<file path="config.mk">
export PLATFORM = sky130hd
export DESIGN_NAME = irq_cascade_ctrl
export DESIGN_NICKNAME = d
export VERILOG_FILES = /design/src/rtl/irqc_pkg.sv /design/src/rtl/irqc_regport.sv /design/src/rtl/irqc_status.sv /design/src/rtl/irqc_dma_gate.sv /design/src/rtl/irqc_irq_out.sv /design/src/rtl/irq_cascade_ctrl.sv
export SDC_FILE = /design/constraint.sdc
export NUM_CORES = 1
export LEC_CHECK = 0
export ABC_AREA = 1
export BUFFER_PORTS_ARGS = -buffer_cell sky130_fd_sc_hd__buf_2
export CAP_MARGIN = 20
export CELL_PAD_IN_SITES_DETAIL_PLACEMENT = 0
export CELL_PAD_IN_SITES_GLOBAL_PLACEMENT = 1
export CORE_ASPECT_RATIO = 0.7
export CORE_MARGIN = 1
export CORE_UTILIZATION = 39
export DETAILED_ROUTE_END_ITERATION = 6
export PLACE_DENSITY_LB_ADDON = 0.05
export REMOVE_ABC_BUFFERS = 1
export SYNTH_ARGS = -nofsm -noshare
export SYNTH_HDL_FRONTEND = slang
export SYNTH_HIERARCHICAL = 1
export SYNTH_SLANG_ARGS = --single-unit
</file>
<file path="constraint.sdc">
create_clock -name clk -period 1.1 [get_ports clk]
set_input_delay 0.11 -clock clk [delete_from_list [all_inputs] [get_ports clk]]
set_output_delay 0.11 -clock clk [all_outputs]
set_load 0.03 [all_outputs]
</file>
<file path="src/rtl/irqc_pkg.sv">
package irqc_pkg;
  // Register select carried on reg_addr
  typedef enum logic {
    SEL_MASK   = 1'b0,
    SEL_STATUS = 1'b1
  } reg_sel_e;
endpackage

</file>
<file path="src/rtl/irqc_regport.sv">
module irqc_regport
  import irqc_pkg::*;
#(
  parameter int REG_W      = 32,
  parameter int NUM_PERIPH = 24,
  parameter int NUM_DMA    = 8
) (
  input  logic                           clk,
  input  logic                           rst_n,
  input  logic                           reg_wr,
  input  logic                           reg_rd,
  input  logic                           reg_addr,
  input  logic [REG_W-1:0]               reg_wdata,
  input  logic [NUM_PERIPH+NUM_DMA-1:0]  status_q,
  output logic [NUM_PERIPH+NUM_DMA-1:0]  mask_q,
  output logic                           clr_strobe,
  output logic [NUM_DMA-1:0]             clr_keep,
  output logic [REG_W-1:0]               reg_rdata,
  output logic                           reg_rvalid
);
  localparam int LINES = NUM_PERIPH + NUM_DMA;

  reg_sel_e sel;
  logic     wr_mask;

  function automatic logic [REG_W-1:0] widen(input logic [LINES-1:0] v);
    return REG_W'(v);
  endfunction

  assign sel        = reg_sel_e'(reg_addr);
  assign wr_mask    = reg_wr && (sel == SEL_MASK);
  assign clr_strobe = reg_wr && (sel == SEL_STATUS);
  assign clr_keep   = reg_wdata[LINES-1:NUM_PERIPH];

  always_ff @(posedge clk or negedge rst_n) begin
    if (!rst_n) begin
      mask_q <= '0;
    end else if (wr_mask) begin
      mask_q <= reg_wdata[LINES-1:0];
    end
  end

  always_ff @(posedge clk or negedge rst_n) begin
    if (!rst_n) begin
      reg_rdata  <= '0;
      reg_rvalid <= 1'b0;
    end else begin
      reg_rvalid <= reg_rd;
      if (reg_rd) begin
        reg_rdata <= (sel == SEL_MASK) ? widen(mask_q) : widen(status_q);
      end
    end
  end

  // a read strobe yields valid data one cycle later, and only then
  p_rvalid_r8: assert property (@(posedge clk) disable iff (!rst_n)
    reg_rd |=> reg_rvalid);
  p_no_spurious_rvalid_r8: assert property (@(posedge clk) disable iff (!rst_n)
    !reg_rd |=> !reg_rvalid);
  // a mask write lands in the mask register at the next edge
  p_mask_write_r2: assert property (@(posedge clk) disable iff (!rst_n)
    wr_mask |=> (mask_q == $past(reg_wdata[LINES-1:0])));
  // the mask is empty in the first cycle after reset
  p_mask_reset_r1: assert property (@(posedge clk) disable iff (!rst_n)
    $rose(rst_n) |-> (mask_q == '0));
endmodule

</file>
<file path="src/rtl/irqc_status.sv">
module irqc_status #(
  parameter int NUM_PERIPH = 24,
  parameter int NUM_DMA    = 8
) (
  input  logic                           clk,
  input  logic                           rst_n,
  input  logic [NUM_PERIPH-1:0]          periph_req,
  input  logic [NUM_DMA-1:0]             dma_evt,
  input  logic                           clr_strobe,
  input  logic [NUM_DMA-1:0]             clr_keep,
  output logic [NUM_PERIPH+NUM_DMA-1:0]  status_q
);
  localparam int LINES = NUM_PERIPH + NUM_DMA;

  logic [NUM_DMA-1:0] status_dma;

  // Latched event bit: a new event wins over a clear in the same cycle
  function automatic logic next_event_bit(input logic cur, input logic clr_en,
                                          input logic keep, input logic evt);
    return evt | (cur & ~(clr_en & ~keep));
  endfunction

  for (genvar g = 0; g < LINES; g++) begin : g_line
    logic bit_q;
    if (g < NUM_PERIPH) begin : g_level
      always_ff @(posedge clk or negedge rst_n) begin
        if (!rst_n) bit_q <= 1'b0;
        else        bit_q <= periph_req[g];
      end
    end else begin : g_event
      always_ff @(posedge clk or negedge rst_n) begin
        if (!rst_n) bit_q <= 1'b0;
        else        bit_q <= next_event_bit(bit_q, clr_strobe,
                                            clr_keep[g-NUM_PERIPH],
                                            dma_evt[g-NUM_PERIPH]);
      end
    end
    assign status_q[g] = bit_q;
  end

  assign status_dma = status_q[LINES-1:NUM_PERIPH];

  // peripheral bits copy the request inputs one edge later
  p_periph_mirror_r3: assert property (@(posedge clk) disable iff (!rst_n)
    $past(rst_n) |-> (status_q[NUM_PERIPH-1:0] == $past(periph_req)));
  // every pulsed event is pending after the next edge
  p_evt_sets_r5: assert property (@(posedge clk) disable iff (!rst_n)
    (dma_evt != '0) |=> ((status_dma & $past(dma_evt)) == $past(dma_evt)));
  // with no event and no write, DMA bits hold
  p_dma_hold_r4: assert property (@(posedge clk) disable iff (!rst_n)
    (!clr_strobe && dma_evt == '0) |=> $stable(status_dma));
  // bits written as zero are clear after the write when no event came
  p_dma_clear_r4: assert property (@(posedge clk) disable iff (!rst_n)
    (clr_strobe && dma_evt == '0) |=> ((status_dma & ~$past(clr_keep)) == '0));
endmodule

</file>
<file path="src/rtl/irqc_dma_gate.sv">
module irqc_dma_gate #(
  parameter int                 NUM_DMA    = 8,
  parameter logic [NUM_DMA-1:0] INFO_CLASS = 8'hB3
) (
  input  logic               clk,
  input  logic               rst_n,
  input  logic [NUM_DMA-1:0] dma_evt,
  input  logic [NUM_DMA-1:0] status_dma,
  output logic [NUM_DMA-1:0] dma_run
);
  localparam logic [NUM_DMA-1:0] ERR_CLASS = ~INFO_CLASS;

  // Channels held by a pending error-class event
  function automatic logic [NUM_DMA-1:0] halt_bits(input logic [NUM_DMA-1:0] st);
    return st & ERR_CLASS;
  endfunction

  logic [NUM_DMA-1:0] halted;

  assign halted  = halt_bits(status_dma);
  assign dma_run = ~halted;

  // an error event stops its channel from the next cycle
  p_err_halt_r6: assert property (@(posedge clk) disable iff (!rst_n)
    ((dma_evt & ERR_CLASS) != '0) |=> ((dma_run & $past(dma_evt & ERR_CLASS)) == '0));
  // an informational event leaves its channel running
  p_info_runs_r6: assert property (@(posedge clk) disable iff (!rst_n)
    ((dma_evt & INFO_CLASS) != '0) |=> ((dma_run & $past(dma_evt & INFO_CLASS)) == $past(dma_evt & INFO_CLASS)));
endmodule

</file>
<file path="src/rtl/irqc_irq_out.sv">
module irqc_irq_out #(
  parameter int LINES = 32
) (
  input  logic             clk,
  input  logic             rst_n,
  input  logic [LINES-1:0] status_q,
  input  logic [LINES-1:0] mask_q,
  output logic             cpu_irq
);
  function automatic logic any_pending(input logic [LINES-1:0] st,
                                       input logic [LINES-1:0] mk);
    return |(st & mk);
  endfunction

  always_ff @(posedge clk or negedge rst_n) begin
    if (!rst_n) cpu_irq <= 1'b0;
    else        cpu_irq <= any_pending(status_q, mask_q);
  end
endmodule

</file>
<file path="src/rtl/irq_cascade_ctrl.sv">
module irq_cascade_ctrl
  import irqc_pkg::*;
#(
  parameter int                 NUM_PERIPH = 24,
  parameter int                 NUM_DMA    = 8,
  parameter logic [NUM_DMA-1:0] INFO_CLASS = 8'hB3,
  parameter int                 REG_W      = 32
) (
  input  logic                  clk,
  input  logic                  rst_n,
  input  logic                  reg_wr,
  input  logic                  reg_rd,
  input  logic                  reg_addr,
  input  logic [REG_W-1:0]      reg_wdata,
  output logic [REG_W-1:0]      reg_rdata,
  output logic                  reg_rvalid,
  input  logic [NUM_PERIPH-1:0] periph_req,
  input  logic [NUM_DMA-1:0]    dma_evt,
  output logic [NUM_DMA-1:0]    dma_run,
  output logic                  cpu_irq
);
  localparam int LINES = NUM_PERIPH + NUM_DMA;

  logic [LINES-1:0]   status_q;
  logic [LINES-1:0]   mask_q;
  logic               clr_strobe;
  logic [NUM_DMA-1:0] clr_keep;
  logic [NUM_DMA-1:0] status_dma;

  assign status_dma = status_q[LINES-1:NUM_PERIPH];

  irqc_regport #(
    .REG_W(REG_W), .NUM_PERIPH(NUM_PERIPH), .NUM_DMA(NUM_DMA)
  ) u_regport (
    .clk(clk), .rst_n(rst_n), .reg_wr(reg_wr), .reg_rd(reg_rd),
    .reg_addr(reg_addr), .reg_wdata(reg_wdata), .status_q(status_q),
    .mask_q(mask_q), .clr_strobe(clr_strobe), .clr_keep(clr_keep),
    .reg_rdata(reg_rdata), .reg_rvalid(reg_rvalid)
  );

  irqc_status #(
    .NUM_PERIPH(NUM_PERIPH), .NUM_DMA(NUM_DMA)
  ) u_status (
    .clk(clk), .rst_n(rst_n), .periph_req(periph_req), .dma_evt(dma_evt),
    .clr_strobe(clr_strobe), .clr_keep(clr_keep), .status_q(status_q)
  );

  irqc_dma_gate #(
    .NUM_DMA(NUM_DMA), .INFO_CLASS(INFO_CLASS)
  ) u_dma_gate (
    .clk(clk), .rst_n(rst_n), .dma_evt(dma_evt),
    .status_dma(status_dma), .dma_run(dma_run)
  );

  irqc_irq_out #(
    .LINES(LINES)
  ) u_irq_out (
    .clk(clk), .rst_n(rst_n), .status_q(status_q), .mask_q(mask_q),
    .cpu_irq(cpu_irq)
  );

  // the processor line follows the masked status one edge later
  p_irq_level_r7: assert property (@(posedge clk) disable iff (!rst_n)
    $past(rst_n) |-> (cpu_irq == $past((status_q & mask_q) != '0)));
  // no request and all channels running right after reset
  p_reset_quiet_r1: assert property (@(posedge clk) disable iff (!rst_n)
    $rose(rst_n) |-> (!cpu_irq && dma_run == '1));
endmodule

</file>
# After elaboration in Yosys (flattened, before gate mapping)
# Index checks and enable logic that the tools add are counted.
[totals]
register_bits = 98
input_bits = 69
out_inout_bits = 42
word_cells = 83
[classes]
n_mux = 1
n_bitwise = 43
reduce_logical = 3
[ops]
columns = ["operator", "count"]
rows = [
  ["bitwise AND 32 bit", 1],
  ["2-to-1 mux 32 bit", 1],
  ["OR reduction 32 bit", 1],
  ["inverter 1 bit", 17],
  ["bitwise AND 1 bit", 16],
  ["inverter 7 -> 8 bit", 1],
  ["OR 1 bit", 8],
  ["logical AND 1 bit", 2],
]

# Longest topological paths before layout
# Gate-level depths: netlist (run 1).
[depth]
ltp_word = 5
mapped_depth = 8

# By module
# The synthesis (run 1) kept the hierarchy.
[modules_own_cells]
columns = ["module", "n_inst", "cells_each", "area_each_um2"]
rows = [
  ["irqc_regport", 1, 423, 3156.8],
  ["irqc_status", 1, 105, 1196.1],
  ["irqc_irq_out", 1, 64, 261.5],
  ["irqc_dma_gate", 1, 9, 52.6],
]

# Least setup slack after synthesis (run 1)
# Ideal clock, no wire load.
[synth_timing]
path_kind = "register -> register"
startpoint = "register u_status.g_line[30].bit_q"
endpoint = "register u_irq_out.cpu_irq"
setup_time_ns = 0.119
arrival_time_ns = 0.846
slack_ns = 0.136
path_stages_with_launch = 8
n_path_buf = 1
synth_period_minus_slack_ns = 0.964
path_cell_list = "dfrtp_1 buf_4 nand2_1 nand2_1 nor2_1 nand2_1 nor2_1 nand2_1"
[synth_between]
elab_chain_len = 2
[synth_lines]
columns = ["item", "line_no", "text"]
rows = [
  ["from (decl)", "irqc_status.sv:24", "logic bit_q;"],
  ["from (signal assigned)", "irqc_status.sv:33", "else bit_q <= next_event_bit(bit_q, clr_strobe,"],
  ["bitwise AND 32 bit", "irqc_irq_out.sv:12", "return |(st & mk);"],
  ["OR reduction 32 bit", "irqc_irq_out.sv:12", ""],
  ["to (signal assigned)", "irqc_irq_out.sv:17", "else cpu_irq <= any_pending(status_q, mask_q);"],
  ["to (decl)", "irqc_irq_out.sv:8", "output logic cpu_irq"],
]
# Every way passes these cells.
# A chain may end at the register's enable or synchronous reset.

# Final worst setup path (run 1)
[layout_timing]
startpoint = "register u_status.g_line[26].bit_q"
endpoint = "output port dma_run[2]"
[layout_between]
elab_chain_len = 1
[layout_lines]
columns = ["item", "line_no", "text"]
rows = [
  ["from (decl)", "irqc_status.sv:24", ""],
  ["from (signal assigned)", "irqc_status.sv:33", ""],
  ["inverter 7 -> 8 bit", "irqc_dma_gate.sv:21", "assign dma_run = ~halted;"],
  ["to (decl)", "irq_cascade_ctrl.sv:19", "output logic [NUM_DMA-1:0] dma_run,"],
]
# Every way passes these cells.

==> metrics.txt, run 1 <==
# TYPE chip_impl_metric gauge
chip_impl_info{name="status",value="finished, violations left"} 1
chip_impl_info{name="failed_checks",value="negative setup slack"} 1
chip_impl_metric{name="required",unit="ns"} 0.99
chip_impl_info{name="destination_of_the_worst_register_to_register_timing_path",value="u_irq_out/cpu_irq"} 1
chip_impl_metric{name="ys_seq_elements",unit=""} 98
chip_impl_info{name="synth_largest_area_cell",value="sky130_fd_sc_hd__dfrtp_1"} 1
chip_impl_info{name="cp_slowest_cell",value="sky130_fd_sc_hd__dfrtp_1"} 1
chip_impl_metric{name="synthesis.area",unit="sq mm"} 0.004667
chip_impl_metric{name="preCtsSetupSlack",unit="ns"} 0.002417
chip_impl_metric{name="r2r_setup_slack",unit="ns"} 0.08
chip_impl_metric{name="grtUsageTotal",unit=""} 0.2003
chip_impl_metric{name="fillCellCount",unit=""} 1187
chip_impl_metric{name="synth_cells",unit=""} 601
chip_impl_info{name="crit_chain",value="buf_6 > inv_2 > buf_6"} 1
chip_impl_metric{name="worst-endpoint-arrival",unit="ns"} 1.01
chip_impl_info{name="worstSetupEndpointType",value="output pin"} 1
chip_impl_metric{name="max_clock_freq",unit="MHz"} 889.4
chip_impl_metric{name="final.period_utilization",unit=""} 1.022
chip_impl_metric{name="layout_setup_ws",unit="ns"} -0.02437
chip_impl_metric{name="drv_cap",unit=""} 0
chip_impl_metric{name="final-setup-viol-count",unit=""} 2
chip_impl_metric{name="drtAntennaViolNets",unit=""} 0
chip_impl_info{name="cts_tree",value="yes"} 1
chip_impl_metric{name="synth-warning-count",unit=""} 6
chip_impl_metric{name="clock_latency",unit="ns"} 0.34
chip_impl_metric{name="synth_largest_type_area_fraction",unit=""} 0.5255
chip_impl_info{name="hp-start",value="reg_wdata[2]"} 1
chip_impl_metric{name="grt_antenna_before_repair",unit=""} 0
chip_impl_metric{name="detail_route.iter0.violations",unit=""} 132
chip_impl_metric{name="whs_path_depth",unit=""} 3
chip_impl_metric{name="routed_wl",unit="um"} 11450
chip_impl_metric{name="dp_hpwl",unit="um"} 7502
chip_impl_metric{name="synth_cell_types",unit=""} 12
chip_impl_metric{name="slowest_delay",unit="ns"} 0.39
chip_impl_metric{name="finalCriticalPeriod",unit="ns"} 1.124
chip_impl_metric{name="cellLeakagePower",unit="nW"} 3.452
chip_impl_metric{name="placed_area",unit="sq mm"} 0.005124
chip_impl_metric{name="gr-total-overflow",unit=""} 0
chip_impl_metric{name="drt_pass1_iterations",unit=""} 4
chip_impl_metric{name="tritoncts_buffer_count",unit=""} 9
chip_impl_info{name="netlist_top_cells_area",value="sky130_fd_sc_hd__dfrtp_1, sky130_fd_sc_hd__nand2_1, sky130_fd_sc_hd__buf_4"} 1
chip_impl_info{name="hold_path.class",value="input port to register"} 1
chip_impl_metric{name="power-per-cell-area",unit="mW/mm^2"} 1619
chip_impl_metric{name="avgViaCountPerCell",unit=""} 4.313
chip_impl_metric{name="core",unit="sq mm"} 0.01169
chip_impl_metric{name="cts_max_level",unit=""} 3
chip_impl_metric{name="hold_slack",unit="ns"} 0.006936
chip_impl_metric{name="post_synth.cell_area_avg",unit="sq um"} 7.765
chip_impl_metric{name="synthToLayoutAreaGrowth",unit="%"} 27.13
chip_impl_info{name="reg2reg_from",value="u_regport/mask_q[15]"} 1
chip_impl_metric{name="antenna_cells",unit=""} 0
chip_impl_metric{name="final_cell_area",unit="sq mm"} 0.005933
chip_impl_metric{name="grt_first_pass_wirelength",unit="um"} 18780
chip_impl_metric{name="port-buffer-count",unit=""} 105
chip_impl_metric{name="layout-drive-gt1-share",unit=""} 0.2081
chip_impl_metric{name="die_outline_width",unit="um"} 132.8
chip_impl_metric{name="initial_core_util",unit=""} 0.3994
chip_impl_info{name="cts_root_buf",value="sky130_fd_sc_hd__clkbuf_16"} 1
chip_impl_metric{name="final_hold_viol_count",unit=""} 0
chip_impl_metric{name="timing_max_transition_violations_final",unit=""} 0
chip_impl_metric{name="drcViolationCount",unit=""} 0
chip_impl_metric{name="design_power_total",unit="mW"} 9.603
chip_impl_metric{name="power.net_switching",unit="mW"} 2.655
chip_impl_info{name="layout_commonest_cell",value="sky130_fd_sc_hd__nand2_1"} 1
chip_impl_info{name="critical_path_class",value="register to output pin"} 1
chip_impl_metric{name="max-clock-path-buffers",unit=""} 2
chip_impl_metric{name="timing.clock.skew",unit="ns"} 0.006498
chip_impl_metric{name="ys_seq_area_frac",unit=""} 0.5255
chip_impl_metric{name="worst-r2r-cell-count",unit=""} 6
chip_impl_metric{name="pwr-share-seq",unit=""} 0.436
chip_impl_metric{name="detail_route.wl_per_cell",unit="um"} 13.12
chip_impl_metric{name="share_comb_of_total_power",unit=""} 0.178
chip_impl_metric{name="first_global_vias",unit=""} 3671
chip_impl_metric{name="clock_network_power_share",unit=""} 0.386
chip_impl_metric{name="power_report.internal_total",unit="mW"} 6.948
chip_impl_metric{name="boundaryPins",unit=""} 111
chip_impl_info{name="cp_launch_type",value="register"} 1
chip_impl_metric{name="worst_setup_hold_path_clk_slew",unit="ns"} 0.07
chip_impl_info{name="crit_top_cell",value="sky130_fd_sc_hd__buf_6"} 1
chip_impl_metric{name="die_y",unit="um"} 93.53
chip_impl_metric{name="floorplan.rows",unit=""} 33
chip_impl_metric{name="place.gp.congestion",unit=""} 0.7559
chip_impl_info{name="unrepaired_setup_endpoints_after_global_routing",value="true"} 1
chip_impl_metric{name="worst-path-max-fanout",unit=""} 2
chip_impl_metric{name="tritoncts_num_sinks",unit=""} 98
chip_impl_metric{name="dieArea",unit="sq mm"} 0.01242
chip_impl_info{name="mostFrequentLayoutCells",value="sky130_fd_sc_hd__nand2_1, sky130_fd_sc_hd__buf_2, sky130_fd_sc_hd__dfrtp_1"} 1
chip_impl_metric{name="power.ir.vdd_worst",unit="uV"} 813.7
chip_impl_metric{name="switching_share",unit=""} 0.2765
chip_impl_metric{name="overall_via_count_from_detail_route",unit=""} 3765
chip_impl_info{name="destination_of_the_worst_hold_path",value="u_regport/mask_q[2]"} 1
chip_impl_metric{name="grt_max_degree",unit=""} 50
chip_impl_metric{name="layout.nets",unit=""} 780
==> routing by layer <==
layer	track usage	vias to the layer above	routed length (um)
met5	0	-	0
met4	0.05268	0	110
met3	0.04444	9	487
met2	0.3114	89	4931
met1	0.2817	1722	5921
li1	-	1945	-
==> per-stage QoR <==
step / util / setup TNS [ns] / std cells
floorplan: - / -15.07 / 534
global placement: 0.4385 / 0 / 815
detailed placement: 0.4385 / 0 / 815
CTS: 0.5064 / -0.06657 / 873
global route: 0.5078 / -0.1845 / 873
finish: 0.5078 / -0.04065 / 873
==> what timing repair did <==
action                     in CTS  in global routing
setup endpoints to repair       4                  4
pin swaps                       0                  3
setup buffers                   2                  0
hold endpoints to repair      137                  0
gates resized for setup        10                  5
hold buffers                   40                  0
==> power by group through the flow <==
stage / Clock [mW] / Combinational [mW] / Sequential (mW)
detailed placement: 0 / 1.60 / 4.25
finish: 3.70 / 1.71 / 4.19
floorplan: 0 / 0.610 / 4.51
CTS: 3.80 / 1.73 / 4.19
global route: 3.95 / 1.95 / 4.23
global placement: 0 / 1.59 / 4.24
==> logic make-up (layout without fill, tap and decap cells) <==
group         after synthesis  in the layout  synth area share
simple gates              345            345            0.2946
buf+inv                   157            268            0.1791
flops                      98             98            0.5255
other cells                 1              5         0.0008035
==> sequential cells by signal, summed over array words and instances, names as in the netlist <==
signal                 flops
u_regport/reg_rvalid       1
u_regport/mask_q          32
u_irq_out/cpu_irq          1
u_regport/reg_rdata       32
u_status/g_line.bit_q     32
==> cell usage after synthesis <==
| library cell | number |
|---|---|
| sky130_fd_sc_hd__buf_1 | 1 |
| sky130_fd_sc_hd__buf_2 | 14 |
| sky130_fd_sc_hd__buf_4 | 47 |
| sky130_fd_sc_hd__buf_6 | 7 |
| sky130_fd_sc_hd__clkbuf_1 | 2 |
| sky130_fd_sc_hd__conb_1 | 1 |
| sky130_fd_sc_hd__dfrtp_1 | 98 |
| sky130_fd_sc_hd__inv_1 | 85 |
| sky130_fd_sc_hd__inv_2 | 1 |
| sky130_fd_sc_hd__nand2_1 | 271 |
| sky130_fd_sc_hd__nand3_1 | 64 |
| sky130_fd_sc_hd__nor2_1 | 10 |
==> worst max-delay path by stage <==
stage | endpoint | start | slack [ns]
finish | dma_run[2] | u_status/g_line[26].bit_q | -0.02
global placement | u_irq_out/cpu_irq | u_regport/mask_q[27] | 0.02
floorplan | u_regport/mask_q[0] | reg_addr | -0.47
detailed placement | u_irq_out/cpu_irq | u_regport/mask_q[27] | 0.002
CTS | dma_run[2] | u_status/g_line[26].bit_q | -0.04
global route | dma_run[3] | u_status/g_line[27].bit_q | -0.08
==> worst max-delay path, delay by kind of cell (launching register included) <==
family / cells / cell delay (ns)
flip-flops: 1 / 0.39
buffers and inverters: 3 / 0.28
==> final cells by class <==
class,count,area (sq um),share of cell area
clock buffers,11,252.7,0.04260
repair buffers,166,1200,0.2022
inverters,86,322.8,0.05441
clock inverters,5,100.1,0.01687
well taps,157,196.4,0.03311
multi-input cells,350,1409,0.2375
flip-flops and latches,98,2452,0.4133
Note: power is estimated with default switching activity, not from simulation.
==> run 2: changes to the inputs <==
--- a/config.mk
+++ b/config.mk
@@ -15,7 +15,6 @@
 export CORE_UTILIZATION = 39
 export DETAILED_ROUTE_END_ITERATION = 6
 export PLACE_DENSITY_LB_ADDON = 0.05
-export REMOVE_ABC_BUFFERS = 1
 export SYNTH_ARGS = -nofsm -noshare
 export SYNTH_HDL_FRONTEND = slang
 export SYNTH_HIERARCHICAL = 1
==> run 2 against run 1 <==
Effect of this change: the flow now finishes without violations; final cell count fell by 0.11%; routed wire length up 5.4%; die area unchanged; clock skew down 0.00090 ns; global-route usage up 1.2 points; sequential share of layout area up 0.43 points; via count up 0.48%; combinational power about the same; register-to-register slack hardly changed; critical path depth shrank 1; utilization fell by 0.52 points; critical endpoint is now dma_run[6]; largest power group unchanged; highest routed layer unchanged.
==> metrics.txt, run 2 (synthesis results as in run 1) <==
# TYPE chip_impl_metric gauge
chip_impl_metric{name="max-clock-path-buffers",unit=""} 2
chip_impl_metric{name="grt_first_pass_wirelength",unit="um"} 19620
chip_impl_metric{name="drt_pass1_iterations",unit=""} 4
chip_impl_metric{name="synthToLayoutAreaGrowth",unit="%"} 25.82
chip_impl_metric{name="tritoncts_num_sinks",unit=""} 98
chip_impl_metric{name="place.gp.congestion",unit=""} 0.7437
chip_impl_metric{name="placed_area",unit="sq mm"} 0.005086
chip_impl_metric{name="placed_cells_incl_taps",unit=""} 810
chip_impl_metric{name="core",unit="sq mm"} 0.01169
chip_impl_metric{name="timing_max_transition_violations_final",unit=""} 0
chip_impl_metric{name="routed_wl",unit="um"} 12070
chip_impl_info{name="largest_registers_in_the_final_layout",value="u_regport/mask_q (32), u_regport/reg_rdata (32), u_status/g_line.bit_q (32)"} 1
chip_impl_metric{name="grt_antenna_before_repair",unit=""} 0
chip_impl_metric{name="gr-total-overflow",unit=""} 0
chip_impl_metric{name="final_cell_area",unit="sq mm"} 0.005872
chip_impl_metric{name="antenna_cells",unit=""} 0
chip_impl_metric{name="die_y",unit="um"} 93.53
chip_impl_info{name="status",value="completed"} 1
chip_impl_info{name="mostFrequentLayoutCells",value="sky130_fd_sc_hd__nand2_1, sky130_fd_sc_hd__buf_2, sky130_fd_sc_hd__dfrtp_1"} 1
chip_impl_metric{name="hold_slack",unit="ns"} 0.002523
chip_impl_metric{name="grtUsageTotal",unit=""} 0.2125
chip_impl_metric{name="final.period_utilization",unit=""} 0.9859
chip_impl_metric{name="worst-endpoint-arrival",unit="ns"} 0.97
chip_impl_metric{name="port-buffer-count",unit=""} 105
chip_impl_metric{name="slowest_delay",unit="ns"} 0.42
chip_impl_metric{name="fillCellCount",unit=""} 1120
chip_impl_metric{name="clock_latency",unit="ns"} 0.35
chip_impl_info{name="cp_slowest_cell",value="sky130_fd_sc_hd__dfrtp_1"} 1
chip_impl_info{name="unrepaired_setup_endpoints_after_global_routing",value="true"} 1
chip_impl_metric{name="dp_hpwl",unit="um"} 8033
chip_impl_metric{name="dieArea",unit="sq mm"} 0.01242
chip_impl_metric{name="seq_area",unit="sq mm"} 0.002452
chip_impl_metric{name="cts_max_level",unit=""} 3
chip_impl_info{name="critical_path_class",value="register to output pin"} 1
chip_impl_metric{name="design_power_total",unit="mW"} 9.095
chip_impl_metric{name="overall_via_count_from_detail_route",unit=""} 3783
chip_impl_metric{name="cellLeakagePower",unit="nW"} 3.412
chip_impl_info{name="cp_launch_type",value="register"} 1
chip_impl_metric{name="grt_max_degree",unit=""} 76
chip_impl_metric{name="multi_input_comb_area",unit="sq mm"} 0.001406
chip_impl_info{name="cts_root_buf",value="sky130_fd_sc_hd__clkbuf_16"} 1
chip_impl_info{name="crit_chain",value="inv_1 > buf_6"} 1
chip_impl_metric{name="floorplan.rows",unit=""} 33
chip_impl_metric{name="worst_setup_hold_path_clk_slew",unit="ns"} 0.07
chip_impl_metric{name="power-per-cell-area",unit="mW/mm^2"} 1549
chip_impl_metric{name="drv_cap",unit=""} 0
chip_impl_metric{name="finalCriticalPeriod",unit="ns"} 1.084
chip_impl_info{name="layout_commonest_cell",value="sky130_fd_sc_hd__nand2_1"} 1
chip_impl_metric{name="detail_route.wl_per_cell",unit="um"} 13.84
chip_impl_metric{name="drtAntennaViolNets",unit=""} 0
chip_impl_metric{name="timing.clock.skew",unit="ns"} 0.005601
chip_impl_metric{name="die_outline_width",unit="um"} 132.8
chip_impl_info{name="cts_tree",value="yes"} 1
chip_impl_info{name="hold_path.class",value="input port to register"} 1
chip_impl_metric{name="detail_route.iter0.violations",unit=""} 147
chip_impl_info{name="worstSetupEndpointType",value="output pin"} 1
chip_impl_metric{name="avgViaCountPerCell",unit=""} 4.338
chip_impl_metric{name="layout-drive-gt1-share",unit=""} 0.1986
chip_impl_metric{name="finish.cell_count_without_fillers",unit=""} 872
chip_impl_metric{name="power.ir.vdd_worst",unit="uV"} 823.3
chip_impl_metric{name="required",unit="ns"} 0.99
chip_impl_metric{name="first_global_vias",unit=""} 3689
chip_impl_metric{name="max_clock_freq",unit="MHz"} 922.1
chip_impl_metric{name="layout.nets",unit=""} 779
chip_impl_metric{name="tritoncts_buffer_count",unit=""} 9
chip_impl_metric{name="initial_core_util",unit=""} 0.3994
chip_impl_metric{name="final-setup-viol-count",unit=""} 0
chip_impl_metric{name="drcViolationCount",unit=""} 0
chip_impl_metric{name="boundaryPins",unit=""} 111
chip_impl_metric{name="final_hold_viol_count",unit=""} 0
chip_impl_metric{name="worst-path-max-fanout",unit=""} 4
run 2: changes by cell type in the layout (fill, tap and decap cells not counted), sizes merged, moves of 2 or more:
cell | previous run | this run
bufinv | 3 | 1
clkinvlp | 0 | 2
dlygate4sd3 | 40 | 45
buf | 126 | 119
run 2: worst max-delay path: cells and delay by family (launching register included):
family | cells | cell delay (ns)
flops | 1 | 0.42
buf+inv | 2 | 0.21
run 2: what timing repair did:
action | 4_1_cts | 5_1_grt
gates resized for setup | 4 | 8
buffers inserted | 0 | 1
cloned | 0 | 0
endpoints found under the setup margin | 3 | 5
hold buffers | 45 | 0
pin swaps | 0 | 1
hold endpoints to repair | 142 | 0
run 2: final cells by class:
cell class,instances,share of cell area
multi-input combinational,350,0.2395
clock inverter,7,0.01172
timing repair buffer,165,0.2043
inverter,86,0.05498
tap,157,0.03345
clock buffer,9,0.03836
sequential,98,0.4176
run 2: routing by layer:
metal | wire length, um | share of wire | vias to the layer above | GRT usage
met5 | 0 | 0 | - | 0
met4 | 134 | 0.011 | 0 | 0.06034
met3 | 593 | 0.049 | 11 | 0.04336
met2 | 4903 | 0.41 | 92 | 0.3044
met1 | 6434 | 0.53 | 1738 | 0.3204
li1 | - | - | 1942 | -
run 2: where the power goes:
group | total (mW) | switching, mW | leakage [nW] | internal (mW)
Sequential | 4.18 | 0.226 | 1.16 | 3.96
Clock | 3.17 | 1.41 | 0.142 | 1.76
Combinational | 1.74 | 1.10 | 2.11 | 0.648
run 2: path summary, 6_finish.rpt:
check | from | to | slack [ns] | cells past startpoint
setup / recovery | u_status/g_line[30].bit_q | dma_run[6] | 0.02 | 2
hold / removal | reg_wdata[6] | u_regport/mask_q[6] | 0.003 | 3
setup reg to reg | u_status/g_line[30].bit_q | u_irq_out/cpu_irq | 0.07 | 6
hold reg to reg | u_regport/reg_rdata[21] | u_regport/reg_rdata[21] | 0.47 | 2
max in group asynchronous | rst_n | u_status/g_line[3].bit_q | 0.41 | 3
min in group asynchronous | rst_n | u_regport/reg_rdata[24] | 0.30 | 3
run 2: stage by stage:
stage / setup TNS [ns] / util / setup slack [ns]
2_1_floorplan: 0 / - / 0.1356
3_3_place_gp: 0 / 0.4353 / 0.02252
3_5_place_dp: 0 / 0.4353 / 0.02078
4_1_cts: -0.004941 / 0.4999 / -0.004941
5_1_grt: -0.07231 / 0.5025 / -0.02634
6_report: 0 / 0.5025 / 0.01551
==> run 3: changes to the inputs <==
--- a/config.mk
+++ b/config.mk
@@ -11,10 +11,11 @@
 export CELL_PAD_IN_SITES_DETAIL_PLACEMENT = 0
 export CELL_PAD_IN_SITES_GLOBAL_PLACEMENT = 1
 export CORE_ASPECT_RATIO = 0.7
-export CORE_MARGIN = 1
+export CORE_MARGIN = 10
 export CORE_UTILIZATION = 39
 export DETAILED_ROUTE_END_ITERATION = 6
 export PLACE_DENSITY_LB_ADDON = 0.05
+export REMOVE_ABC_BUFFERS = 1
 export SYNTH_ARGS = -nofsm -noshare
 export SYNTH_HDL_FRONTEND = slang
 export SYNTH_HIERARCHICAL = 1
==> run 3 against run 2 <==
Effect of this change: setup slack worse by 0.048 ns; the flow now finishes with violations (negative setup slack); sequential power is essentially flat; count of clock-buffer cells in the layout increased by 1; clock skew shrank 0.0018 ns; largest power group unchanged.
==> metrics.txt, run 3 (synthesis results as in run 1) <==
# TYPE chip_impl_metric gauge
chip_impl_info{name="mostFrequentLayoutCells",value="sky130_fd_sc_hd__nand2_1, sky130_fd_sc_hd__buf_2, sky130_fd_sc_hd__dfrtp_1"} 1
chip_impl_metric{name="drtAntennaViolNets",unit=""} 0
chip_impl_info{name="unrepaired_setup_endpoints_after_global_routing",value="true"} 1
chip_impl_info{name="status",value="finished, violations left"} 1
chip_impl_info{name="worstSetupEndpointType",value="output pin"} 1
chip_impl_metric{name="overall_via_count_from_detail_route",unit=""} 3790
chip_impl_metric{name="power-per-cell-area",unit="mW/mm^2"} 1525
chip_impl_metric{name="max-clock-path-buffers",unit=""} 2
chip_impl_metric{name="timing.clock.skew",unit="ns"} 0.003848
chip_impl_metric{name="routed_wl",unit="um"} 12440
chip_impl_metric{name="dieArea",unit="sq mm"} 0.01681
chip_impl_metric{name="first_global_vias",unit=""} 4123
chip_impl_metric{name="grt_antenna_before_repair",unit=""} 0
chip_impl_info{name="failed_checks",value="negative setup slack"} 1
chip_impl_metric{name="finalCriticalPeriod",unit="ns"} 1.132
chip_impl_metric{name="grt_max_degree",unit=""} 45
chip_impl_metric{name="grt_first_pass_wirelength",unit="um"} 20730
chip_impl_metric{name="fillCellCount",unit=""} 1186
chip_impl_metric{name="avgViaCountPerCell",unit=""} 4.307
chip_impl_metric{name="worst-endpoint-arrival",unit="ns"} 1.02
chip_impl_metric{name="core",unit="sq mm"} 0.01169
chip_impl_metric{name="layout_setup_ws",unit="ns"} -0.03235
chip_impl_metric{name="clock_latency",unit="ns"} 0.34
chip_impl_metric{name="antenna_cells",unit=""} 0
chip_impl_metric{name="gr-total-overflow",unit=""} 0
chip_impl_metric{name="cts_max_level",unit=""} 3
chip_impl_metric{name="worst_setup_hold_path_clk_slew",unit="ns"} 0.07
chip_impl_metric{name="required",unit="ns"} 0.99
chip_impl_info{name="cts_root_buf",value="sky130_fd_sc_hd__clkbuf_16"} 1
chip_impl_metric{name="grtUsageTotal",unit=""} 0.1533
chip_impl_metric{name="boundaryPins",unit=""} 111
chip_impl_info{name="hold_path.class",value="input port to register"} 1
chip_impl_metric{name="tritoncts_num_sinks",unit=""} 98
chip_impl_metric{name="final_hold_viol_count",unit=""} 0
chip_impl_metric{name="cellLeakagePower",unit="nW"} 3.454
chip_impl_metric{name="tritoncts_buffer_count",unit=""} 9
chip_impl_metric{name="layout-drive-gt1-share",unit=""} 0.2102
chip_impl_metric{name="die_outline_width",unit="um"} 150.8
chip_impl_metric{name="floorplan.rows",unit=""} 33
chip_impl_metric{name="place.gp.congestion",unit=""} 0.7446
chip_impl_metric{name="port-buffer-count",unit=""} 105
chip_impl_info{name="critical_path_class",value="register to output pin"} 1
chip_impl_metric{name="design_power_total",unit="mW"} 9.082
chip_impl_metric{name="final.period_utilization",unit=""} 1.029
chip_impl_metric{name="power.ir.vdd_worst",unit="uV"} 737.5
chip_impl_info{name="cp_launch_type",value="register"} 1
chip_impl_metric{name="detail_route.wl_per_cell",unit="um"} 14.14
chip_impl_metric{name="timing_max_transition_violations_final",unit=""} 0
chip_impl_metric{name="final-setup-viol-count",unit=""} 1
chip_impl_metric{name="drt_pass1_iterations",unit=""} 4
chip_impl_metric{name="drv_cap",unit=""} 0
chip_impl_metric{name="multi_input_comb_area",unit="sq mm"} 0.001404
chip_impl_metric{name="preCtsSetupSlack",unit="ns"} -0.02610
chip_impl_metric{name="seq_area",unit="sq mm"} 0.002452
chip_impl_info{name="largest_registers_in_the_final_layout",value="u_regport/mask_q (32), u_regport/reg_rdata (32), u_status/g_line.bit_q (32)"} 1
chip_impl_metric{name="max_clock_freq",unit="MHz"} 883.1
chip_impl_metric{name="die_y",unit="um"} 111.5
chip_impl_metric{name="layout.nets",unit=""} 787
chip_impl_metric{name="drcViolationCount",unit=""} 0
chip_impl_metric{name="initial_core_util",unit=""} 0.3994
chip_impl_metric{name="synthToLayoutAreaGrowth",unit="%"} 27.61
chip_impl_metric{name="dp_hpwl",unit="um"} 8638
chip_impl_metric{name="detail_route.iter0.violations",unit=""} 143
chip_impl_info{name="layout_commonest_cell",value="sky130_fd_sc_hd__nand2_1"} 1
chip_impl_info{name="cts_tree",value="yes"} 1
chip_impl_metric{name="worst-path-max-fanout",unit=""} 2
## run 3: worst max-delay path, cell delays in order (launching register included)
cell	delay, ns
sky130_fd_sc_hd__dfrtp_1	0.40
sky130_fd_sc_hd__buf_6	0.13
sky130_fd_sc_hd__inv_4	0.04
sky130_fd_sc_hd__buf_6	0.11
## run 3: path summary, 6_finish.rpt
| kind | cells after the start | endpoint | startpoint | slack (ns) |
|---|---|---|---|---|
| max | 3 | dma_run[6] | u_status/g_line[30].bit_q | -0.03 |
| min | 3 | u_regport/mask_q[2] | reg_wdata[2] | 0.007 |
| max reg2reg | 6 | u_irq_out/cpu_irq | u_status/g_line[27].bit_q | 0.01 |
| min reg2reg | 2 | u_regport/reg_rdata[4] | u_regport/reg_rdata[4] | 0.47 |
| max in group asynchronous | 3 | u_status/g_line[0].bit_q | rst_n | 0.42 |
| min in group asynchronous | 2 | u_status/g_line[18].bit_q | rst_n | 0.21 |
## run 3: final cells by class
class,instances,share of cell area
clock buffers,10,0.03845
clock inverters,6,0.01134
inverters,86,0.05462
multi-input cells,350,0.2357
flip-flops and latches,98,0.4118
well taps,157,0.03298
repair buffers,173,0.2151
## run 3: through the flow
stage | hold WS, ns | area, sq um | util | std cells | setup TNS (ns)
detailed placement | 0.03612 | 5186 | 0.4438 | 820 | -0.02610
floorplan | -0.1856 | 4169 | - | 534 | -15.07
global route | 0.003418 | 5956 | 0.5097 | 880 | -0.1555
CTS | 0.0004504 | 5938 | 0.5082 | 880 | -0.05151
global placement | 0.03226 | 5186 | 0.4438 | 820 | -0.01115
finish | 0.007372 | 5956 | 0.5097 | 880 | -0.03235
## run 3: report_power, final
part           internal (mW)  switching [mW]  leakage, nW
registers               3.96           0.218         1.16
clock network           1.77            1.37        0.139
logic                  0.680            1.09         2.16
## run 3: per-layer routing
metal	track usage	share of wire
met4	0.03263	0.0078
met3	0.04612	0.058
met2	0.2455	0.45
met5	0	0
met1	0.2000	0.48
## run 3: repair_timing
action	in CTS	in global routing
cloned	0	0
pin swaps	0	2
hold buffers	43	0
setup endpoints to repair	4	4
resized for setup	7	7
setup buffers	1	0
hold endpoints to repair	129	0
